$ cat src/rtl/lc_pkg.sv
package lc_pkg;
    localparam int CODE_W = 10;
    localparam int LIM_W  = 8;
    localparam int TACH_W = 16;
    localparam int REG_W  = 8;
    typedef logic [LIM_W-1:0]  lim_t;
    typedef logic [TACH_W-1:0] tach_t;
endpackage

$ cat src/rtl/lc_limit_bank.sv
module lc_limit_bank
    import lc_pkg::*;
#(
    parameter int N_VT  = 5,
    parameter int N_FAN = 2,
    parameter int CH_W  = 3
) (
    input  logic                          clk,
    input  logic                          rst_n,
    input  logic                          lim_we,
    input  logic [CH_W-1:0]               lim_chan,
    input  tach_t                         lim_hi,
    input  lim_t                          lim_lo,
    input  logic                          mask_we,
    input  logic [N_VT+N_FAN-1:0]         mask_val,
    output logic [N_VT-1:0][LIM_W-1:0]    vt_hi,
    output logic [N_VT-1:0][LIM_W-1:0]    vt_lo,
    output logic [N_FAN-1:0][TACH_W-1:0]  fan_hi,
    output logic [N_VT+N_FAN-1:0]         mask
);
    localparam int N_CH = N_VT + N_FAN;

    typedef struct packed {
        logic [N_VT-1:0][LIM_W-1:0]   hi;
        logic [N_VT-1:0][LIM_W-1:0]   lo;
        logic [N_FAN-1:0][TACH_W-1:0] fhi;
        logic [N_CH-1:0]              msk;
    } bank_t;

    bank_t b_d, b_q;

    always_comb begin
        b_d = b_q;
        for (int c = 0; c < N_VT; c++) begin
            if (lim_we && lim_chan == CH_W'(c)) begin
                b_d.hi[c] = lim_hi[LIM_W-1:0];
                b_d.lo[c] = lim_lo;
            end
        end
        for (int f = 0; f < N_FAN; f++) begin
            if (lim_we && lim_chan == CH_W'(N_VT + f)) begin
                b_d.fhi[f] = lim_hi;
            end
        end
        if (mask_we) begin
            b_d.msk = mask_val;
        end
    end

    always_ff @(posedge clk or negedge rst_n) begin
        if (!rst_n) begin
            b_q.hi  <= '1;
            b_q.lo  <= '0;
            b_q.fhi <= '1;
            b_q.msk <= '0;
        end else begin
            b_q <= b_d;
        end
    end

    assign vt_hi  = b_q.hi;
    assign vt_lo  = b_q.lo;
    assign fan_hi = b_q.fhi;
    assign mask   = b_q.msk;
endmodule

$ cat src/rtl/lc_vt_cmp.sv
module lc_vt_cmp
    import lc_pkg::*;
(
    input  lim_t code,
    input  lim_t hi,
    input  lim_t lo,
    output logic fail
);
    logic over_d, under_d;
    always_comb begin
        over_d  = code > hi;
        under_d = code <= lo;
        fail    = over_d || under_d;
    end
endmodule

$ cat src/rtl/lc_fan_cmp.sv
module lc_fan_cmp
    import lc_pkg::*;
(
    input  tach_t period,
    input  tach_t hi,
    output logic  fail
);
    always_comb begin
        fail = period > hi;
    end
endmodule

$ cat src/rtl/lc_status_core.sv
module lc_status_core #(
    parameter int N_VT  = 5,
    parameter int N_FAN = 2
) (
    input  logic                   clk,
    input  logic                   rst_n,
    input  logic [N_VT+N_FAN-1:0]  hit,
    input  logic [N_VT+N_FAN-1:0]  flag,
    input  logic                   rd_en,
    input  logic                   rd_sel,
    output logic [N_VT+N_FAN-1:0]  status
);
    localparam int N_CH = N_VT + N_FAN;

    typedef struct packed {
        logic [N_CH-1:0] st;
        logic [N_CH-1:0] ok;
    } state_t;

    state_t s_d, s_q;

    always_comb begin
        s_d = s_q;
        for (int c = 0; c < N_CH; c++) begin
            if (hit[c]) begin
                s_d.ok[c] = !flag[c];
                if (flag[c]) begin
                    s_d.st[c] = 1'b1;
                end
            end else if (rd_en && ((c >= N_VT) == rd_sel) && s_q.ok[c]) begin
                s_d.st[c] = 1'b0;
            end
        end
    end

    always_ff @(posedge clk or negedge rst_n) begin
        if (!rst_n) begin
            s_q.st <= '0;
            s_q.ok <= '1;
        end else begin
            s_q <= s_d;
        end
    end

    assign status = s_q.st;


    sticky_chk: assert property (@(posedge clk) disable iff (!rst_n)
        !rd_en |=> ((status & $past(status)) == $past(status)));


    clear_needs_read_chk: assert property (@(posedge clk) disable iff (!rst_n)
        ((~status & $past(status)) != '0) |-> $past(rd_en));
endmodule

$ cat src/rtl/lc_limit_alert.sv
module lc_limit_alert
    import lc_pkg::*;
#(
    parameter int N_VT  = 5,
    parameter int N_FAN = 2,
    parameter int N_CH  = N_VT + N_FAN,
    parameter int CH_W  = $clog2(N_CH)
) (
    input  logic             clk,
    input  logic             rst_n,
    input  logic             res_valid,
    input  logic [CH_W-1:0]  res_chan,
    input  logic [15:0]      res_value,
    input  logic             lim_we,
    input  logic [CH_W-1:0]  lim_chan,
    input  logic [15:0]      lim_hi,
    input  logic [7:0]       lim_lo,
    input  logic             mask_we,
    input  logic [N_CH-1:0]  mask_val,
    input  logic             rd_en,
    input  logic             rd_sel,
    output logic [7:0]       rd_data,
    output logic             alert_n
);
    localparam int SUM_BIT = REG_W - 1;

    logic [N_VT-1:0][LIM_W-1:0]   vt_hi, vt_lo;
    logic [N_FAN-1:0][TACH_W-1:0] fan_hi;
    logic [N_CH-1:0]              mask, hit, fail, flag, status;
    lim_t                         code;

    assign code = res_value[CODE_W-1:CODE_W-LIM_W];

    lc_limit_bank #(.N_VT(N_VT), .N_FAN(N_FAN), .CH_W(CH_W)) bank_i (
        .clk(clk), .rst_n(rst_n), .lim_we(lim_we), .lim_chan(lim_chan),
        .lim_hi(lim_hi), .lim_lo(lim_lo), .mask_we(mask_we),
        .mask_val(mask_val), .vt_hi(vt_hi), .vt_lo(vt_lo),
        .fan_hi(fan_hi), .mask(mask)
    );

    for (genvar c = 0; c < N_CH; c++) begin : g_ch
        assign hit[c] = res_valid && (res_chan == CH_W'(c));
        if (c < N_VT) begin : g_vt
            lc_vt_cmp cmp_i (.code(code), .hi(vt_hi[c]), .lo(vt_lo[c]),
                             .fail(fail[c]));
        end else begin : g_fan
            lc_fan_cmp cmp_i (.period(res_value), .hi(fan_hi[c-N_VT]),
                              .fail(fail[c]));
        end
    end

    assign flag = hit & fail;

    lc_status_core #(.N_VT(N_VT), .N_FAN(N_FAN)) stat_i (
        .clk(clk), .rst_n(rst_n), .hit(hit), .flag(flag),
        .rd_en(rd_en), .rd_sel(rd_sel), .status(status)
    );

    always_comb begin
        rd_data = '0;
        if (!rd_sel) begin
            for (int c = 0; c < N_VT; c++) rd_data[c] = status[c];
            rd_data[SUM_BIT] = |status[N_CH-1:N_VT];
        end else begin
            for (int f = 0; f < N_FAN; f++) rd_data[f] = status[N_VT+f];
        end
        alert_n = ~|(status & ~mask);
    end


    set_on_fail_chk: assert property (@(posedge clk) disable iff (!rst_n)
        (|flag) |=> ((status & $past(flag)) == $past(flag)));


    alert_fall_chk: assert property (@(posedge clk) disable iff (!rst_n)
        $fell(alert_n) |-> ($past(res_valid) || $past(mask_we)));
endmodule

$ cat config.mk
export PLATFORM = sky130hd
export DESIGN_NAME = lc_limit_alert
export DESIGN_NICKNAME = d
export VERILOG_FILES = /design/src/rtl/lc_pkg.sv /design/src/rtl/lc_limit_bank.sv /design/src/rtl/lc_vt_cmp.sv /design/src/rtl/lc_fan_cmp.sv /design/src/rtl/lc_status_core.sv /design/src/rtl/lc_limit_alert.sv
export SDC_FILE = /design/constraint.sdc
export NUM_CORES = 1
export LEC_CHECK = 0
export ABC_CLOCK_PERIOD_IN_PS = 2900
export BUFFER_PORTS_ARGS = -buffer_cell sky130_fd_sc_hd__buf_2
export CAP_MARGIN = 20
export CORE_AREA = 8 8 126 151
export CTS_CLUSTER_DIAMETER = 50
export CTS_CLUSTER_SIZE = 8
export DETAILED_ROUTE_END_ITERATION = 12
export DIE_AREA = 0 0 134 159
export PLACE_DENSITY = 0.66
export RECOVER_POWER = 100
export SKIP_LAST_GASP = 1
export SLEW_MARGIN = 0
export SYNTH_ARGS = -nofsm -noshare
export SYNTH_HDL_FRONTEND = slang
export SYNTH_HIERARCHICAL = 1
export SYNTH_SLANG_ARGS = --single-unit
$ cat constraint.sdc
create_clock -name clk -period 2.9 [get_ports clk]
set_input_delay 0.435 -clock clk [delete_from_list [all_inputs] [get_ports clk]]
set_output_delay 0.435 -clock clk [all_outputs]
set_load 0.01 [all_outputs]
Word-level counts from Yosys, hierarchy flattened
Cells that the tools add are included.
- output and inout port bits: 9
- register bits after elaboration: 133
- input port bits: 60
- equal/unequal tests: 19
- bitwise operators: 4
- magnitude comparators: 12
- reduce and logical (&&, ||, !) cells: 54
- muxes and demuxes: 24
- operators with widths (kind ; number):
    > comparator 8 bit ; 5
    less-or-equal comparator 8 bit ; 5
    > comparator 16 bit ; 2
    logical AND 1 bit ; 23
    two-way mux 1 bit ; 22
    == test 3 bit, second input constant ; 6
    bitwise AND 7 bit ; 2
    inequality test 2 x 1 -> 1 bit, second input constant ; 7
    AND reduction 2 bit ; 7
    nonzero test 2 bit ; 7
    == test 3 x 2 -> 1 bit, second input constant ; 4
    zero test 1 bit ; 8
    NOT 7 bit ; 1
    OR reduction 7 bit ; 1
    == test 3 x 1 -> 1 bit, second input constant ; 2
    zero test 3 bit ; 2
    logical OR 1 bit ; 5
    two-way mux 3 bit ; 1
    two-way mux 2 bit ; 1
    OR reduction 2 bit ; 1
    NOT 1 bit ; 1

Depth between registers and ports, before layout
- depth in word-level cells: 5
- mapped depth: 10

Hierarchy
The synthesis kept the hierarchy.
- by module, submodules not included (module ; cells each ; instances ; area each (µm²)):
    lc_limit_bank ; 260 ; 1 ; 4652.0
    lc_vt_cmp ; 54 ; 5 ; 406.6
    lc_fan_cmp ; 56 ; 2 ; 406.6
    lc_status_core ; 57 ; 1 ; 599.3
    lc_limit_alert ; 41 ; 1 ; 230.2

Worst setup path after synthesis
No wires, ideal clock.
- path type: register to register
- from: reg, netlist name bank_i/fan_hi[14]
- to: reg stat_i.s_q (netlist bit stat_i/status[5])
- stages on the path, launching flop included: 10
- library setup time: 0.138 ns
- required time: 2.762 ns
- data arrival time: 1.934 ns
- slack: 0.828 ns
- clock period less this slack: 2.072 ns
- path buffers: 0
- cells stage by stage: dfstp_2 > inv_1 > ha_1 > a21oi_1 > nand2_1 > a221o_1 > o31a_1 > and2_1 > a21oi_1 > a41oi_1
- longest elaborated chain between the ends: 4
- RTL lines (what ; RTL line ; source):
    > comparator 16 bit ; lc_fan_cmp.sv:9 ; fail = period > hi;
    named net fail[5] ; lc_limit_alert.sv:29 ; logic [N_CH-1:0] mask, hit, fail, flag, status;
    bitwise AND 7 bit ; lc_limit_alert.sv:52 ; assign flag = hit & fail;
    named net flag[5] ; lc_limit_alert.sv:29 ;
    inequality test 2 x 1 -> 1 bit (no source line) ; n/a ;
    AND reduction 2 bit (no source line) ; n/a ;
    end, declared ; lc_status_core.sv:20 ; state_t s_d, s_q;
The timed path passes the listed nets, and every way through them passes these cells.
A chain may end at the register's enable or synchronous reset.

Final worst setup path
- from: reg, netlist name bank_i/vt_hi[17]
- to: reg stat_i.s_q (netlist bit stat_i/status[2])
- longest elaborated chain between the ends: 5
- RTL lines (what ; RTL line ; source):
    > comparator 8 bit ; lc_vt_cmp.sv:11 ; over_d = code > hi;
    logical OR 1 bit ; lc_vt_cmp.sv:13 ; fail = over_d || under_d;
    named net fail[2] ; lc_limit_alert.sv:29 ;
    bitwise AND 7 bit ; lc_limit_alert.sv:52 ;
    named net flag[2] ; lc_limit_alert.sv:29 ;
    inequality test 2 x 1 -> 1 bit (no source line) ; n/a ;
    AND reduction 2 bit (no source line) ; n/a ;
The timed path passes the listed nets, and every way through them passes these cells.

==> metrics.txt <==
Cell Pwr Density 674 nW/µm²; row cnt 52; Die Y 159 µm; Worst Path Arrival 2.68 ns; Non-Filler Instances around 1000; RSZ-0062 raised after global routing no; Max-Slew Margin vs Limit 11.9%; most frequent cells in the layout inv_1, ha_1, mux2_2, dfstp_2, a21oi_1; Post-CTS Hold Fix Bufs 0; setup_tns 0 ns; commonest non-fill, non-tap cell in the layout inv_1; cts bufs inserted 17; Yosys warnings 6; Yosys top cell by area dfstp_2; DIE AREA between 20000 and 25000 µm²; Clock Path Buffers 2; final net count 982; Max VDD drop 0.413 mV; FILL cells 1476; Starting Density 50.2%; top area cells in the synthesized netlist dfstp_2, ha_1, dfrtp_1; Critical Path Sink Type flip-flop; startpoint types flip-flop; Cell Area, Synth about 8300 µm²; final antenna-violating net count 0; Ports 69; Worst-Margin Slew 1.32 ns; clock root buffer clkbuf_16; Tcrit/Tclk final 82.1%; largest net degree at the start of global routing 48; layout cells sized above 1 around 36%; Final Hold Violating Endpoints 0; Area Growth Syn to Fin 10.9%; GP Congestion around 0.86; vias in the first global route approximately 6300; port bufs 66; clock tree sinks 133; share of the synthesized area in the top cell type 24.9%; Via density roughly 5.4; wire length per cell 18.8 µm; die width ~130 µm; GR Overflow Total 0; Gate Count Post-Synth between 700 and 800; initial antenna violation count 0; CP required 3.20 ns; drt first-iter violations 354; Reg2Reg Setup Slack ~0.52 ns; ant diodes 0; Final Max Tran Viols 0; Worst Reg-to-Reg Cells 10; sequential share of the synthesized area 41.2%; DRC Markers 0; FF+latch count, synth 133; crit path kind reg -> reg; Mean Syn Cell Area 11.3 µm²; drt pass-1 iters 4; gr usage total 19.2%; routed via count 5596; critical path fanouts, max 2; Final Cell Area 9240 µm²; r2r endpoint stat_i/status[2]$_DFFE_PN0P_; final WL 19500 µm; hpwl dp 14600 µm; Max Clk Rate ~0.42 GHz; type of the tightest min-delay check in -> async; total chip power 0.00622 W; worst r2r src bank_i/vt_hi[17]$_DFFE_PN1P_; Worst-path clk slew 0.06 ns; Lkg Pwr roughly 4.3 nW; first-pass GRT wire length 32200 µm; CORE AREA about 17000 µm²; Cells after DPL 1007; Clock Latency Late Sink 0.42 ns; status finished, final reports clean; DP Area slightly below 9000 µm²; clock tree from TritonCTS built; MaxCap Viol Count 0; post-CTS setup buffers 0; post-cts resize count 0; min cycle time layout 2.38 ns; Clock Skews 0.00630 ns; Setup-failing EPs final 0; Synth cell types 42; CTS H-Tree Depth 4
[cell families after synthesis]
kind of cell	count (synthesis)	share of synthesized area [%]
adders and majority gates	112	16.8
muxes	119	16.5
buffers and inverters	144	7.51
other	1	0.0450
AOI/OAI and AO/OA	111	8.73
and+or+nand+nor	120	9.19
DFF	133	41.2
[flip-flops by register name, summed over array words and instances, names as in the netlist]
signal,cells
bank_i/fan_hi,32
stat_i/s_q,7
stat_i/status,7
bank_i/vt_lo,40
bank_i/mask,7
bank_i/vt_hi,40
[Yosys cell counts]
master	number
and2_1	9
nand4b_2	3
nor2b_1	9
nand4_1	26
a21boi_2	2
buf_2	8
nor2_1	23
dfrtp_1	54
buf_6	5
nor2_2	2
nand2b_1	3
mux2_2	108
o21ai_0	12
nand2b_4	1
nor3_2	2
a31oi_1	5
o211ai_1	5
o31a_1	2
inv_1	120
ha_1	112
or2_2	5
o221ai_1	5
a221o_1	2
a21oi_1	61
clkbuf_1	1
nor4bb_1	3
buf_4	10
nor4b_4	1
nand3_1	4
mux2_4	10
nand2_1	20
conb_1	1
a2111oi_2	5
dfstp_2	79
mux2_1	1
nor2b_4	6
nor4_1	1
a21o_1	2
o211ai_2	5
nor4_2	2
a41oi_1	2
o22ai_1	3
[how the worst max path moves through the flow]
| stage | cells past startpoint | to | from | slack [ns] |
|---|---|---|---|---|
| floorplan | 9 | stat_i/status[5]$_DFFE_PN0P_ | bank_i/fan_hi[14]$_DFFE_PN1P_ | 0.83 |
| global placement | 10 | stat_i/status[0]$_DFFE_PN0P_ | res_value[9] | 0.47 |
| detailed placement | 10 | stat_i/status[0]$_DFFE_PN0P_ | res_value[9] | 0.44 |
| CTS | 9 | stat_i/status[6]$_DFFE_PN0P_ | bank_i/fan_hi[30]$_DFFE_PN1P_ | 0.63 |
| global route | 10 | stat_i/status[2]$_DFFE_PN0P_ | bank_i/vt_hi[17]$_DFFE_PN1P_ | 0.31 |
| finish | 10 | stat_i/status[2]$_DFFE_PN0P_ | bank_i/vt_hi[17]$_DFFE_PN1P_ | 0.52 |
[where the power goes]
group	switching, W	total (W)	leakage, nW	internal, W
clock network	0.000773	0.00204	0.275	0.00126
logic	0.000825	0.00159	2.53	0.000770
registers	0.000198	0.00259	1.49	0.00239
[worst max-delay path, cell delays in order (launching register included)]
cell and delay (ns):
dfstp_2 0.52, inv_1 0.05, ha_1 0.28, nor2b_4 0.13, o211ai_2 0.12, a21oi_1 0.08
a2111oi_0 0.45, o221ai_1 0.25, and2_0 0.20, a21oi_1 0.13, a31oi_1 0.05
[final cells by class]
cell class	count	area [µm²]	area share [%]
sequential	133	3430	37.1
multi-input combinational	464	4180	45.2
timing repair buffer	74	357	3.86
clock buffer	27	503	5.45
clock inverter	5	50.0	0.542
tap	216	270	2.93
inverter	120	450	4.88
[metal layers]
| layer | share of wire, % | vias up | global-route usage, % |
|---|---|---|---|
| met5 | 0 | - | 0 |
| met4 | 2.1 | 0 | 7.83 |
| met3 | 4.0 | 23 | 3.57 |
| met2 | 50 | 105 | 32.9 |
| met1 | 44 | 2745 | 23.1 |
| li1 | - | 2723 | - |
[metrics by stage]
step	hold slack [ns]	setup WS (ns)	utilization, %
floorplan	0.139	0.828	-
global placement	0.478	0.466	53.6
detailed placement	0.475	0.441	53.6
CTS	0.0494	0.631	56.9
global route	0.242	0.310	55.7
finish	0.238	0.518	55.7
Note: power is estimated with default switching activity, not from simulation.
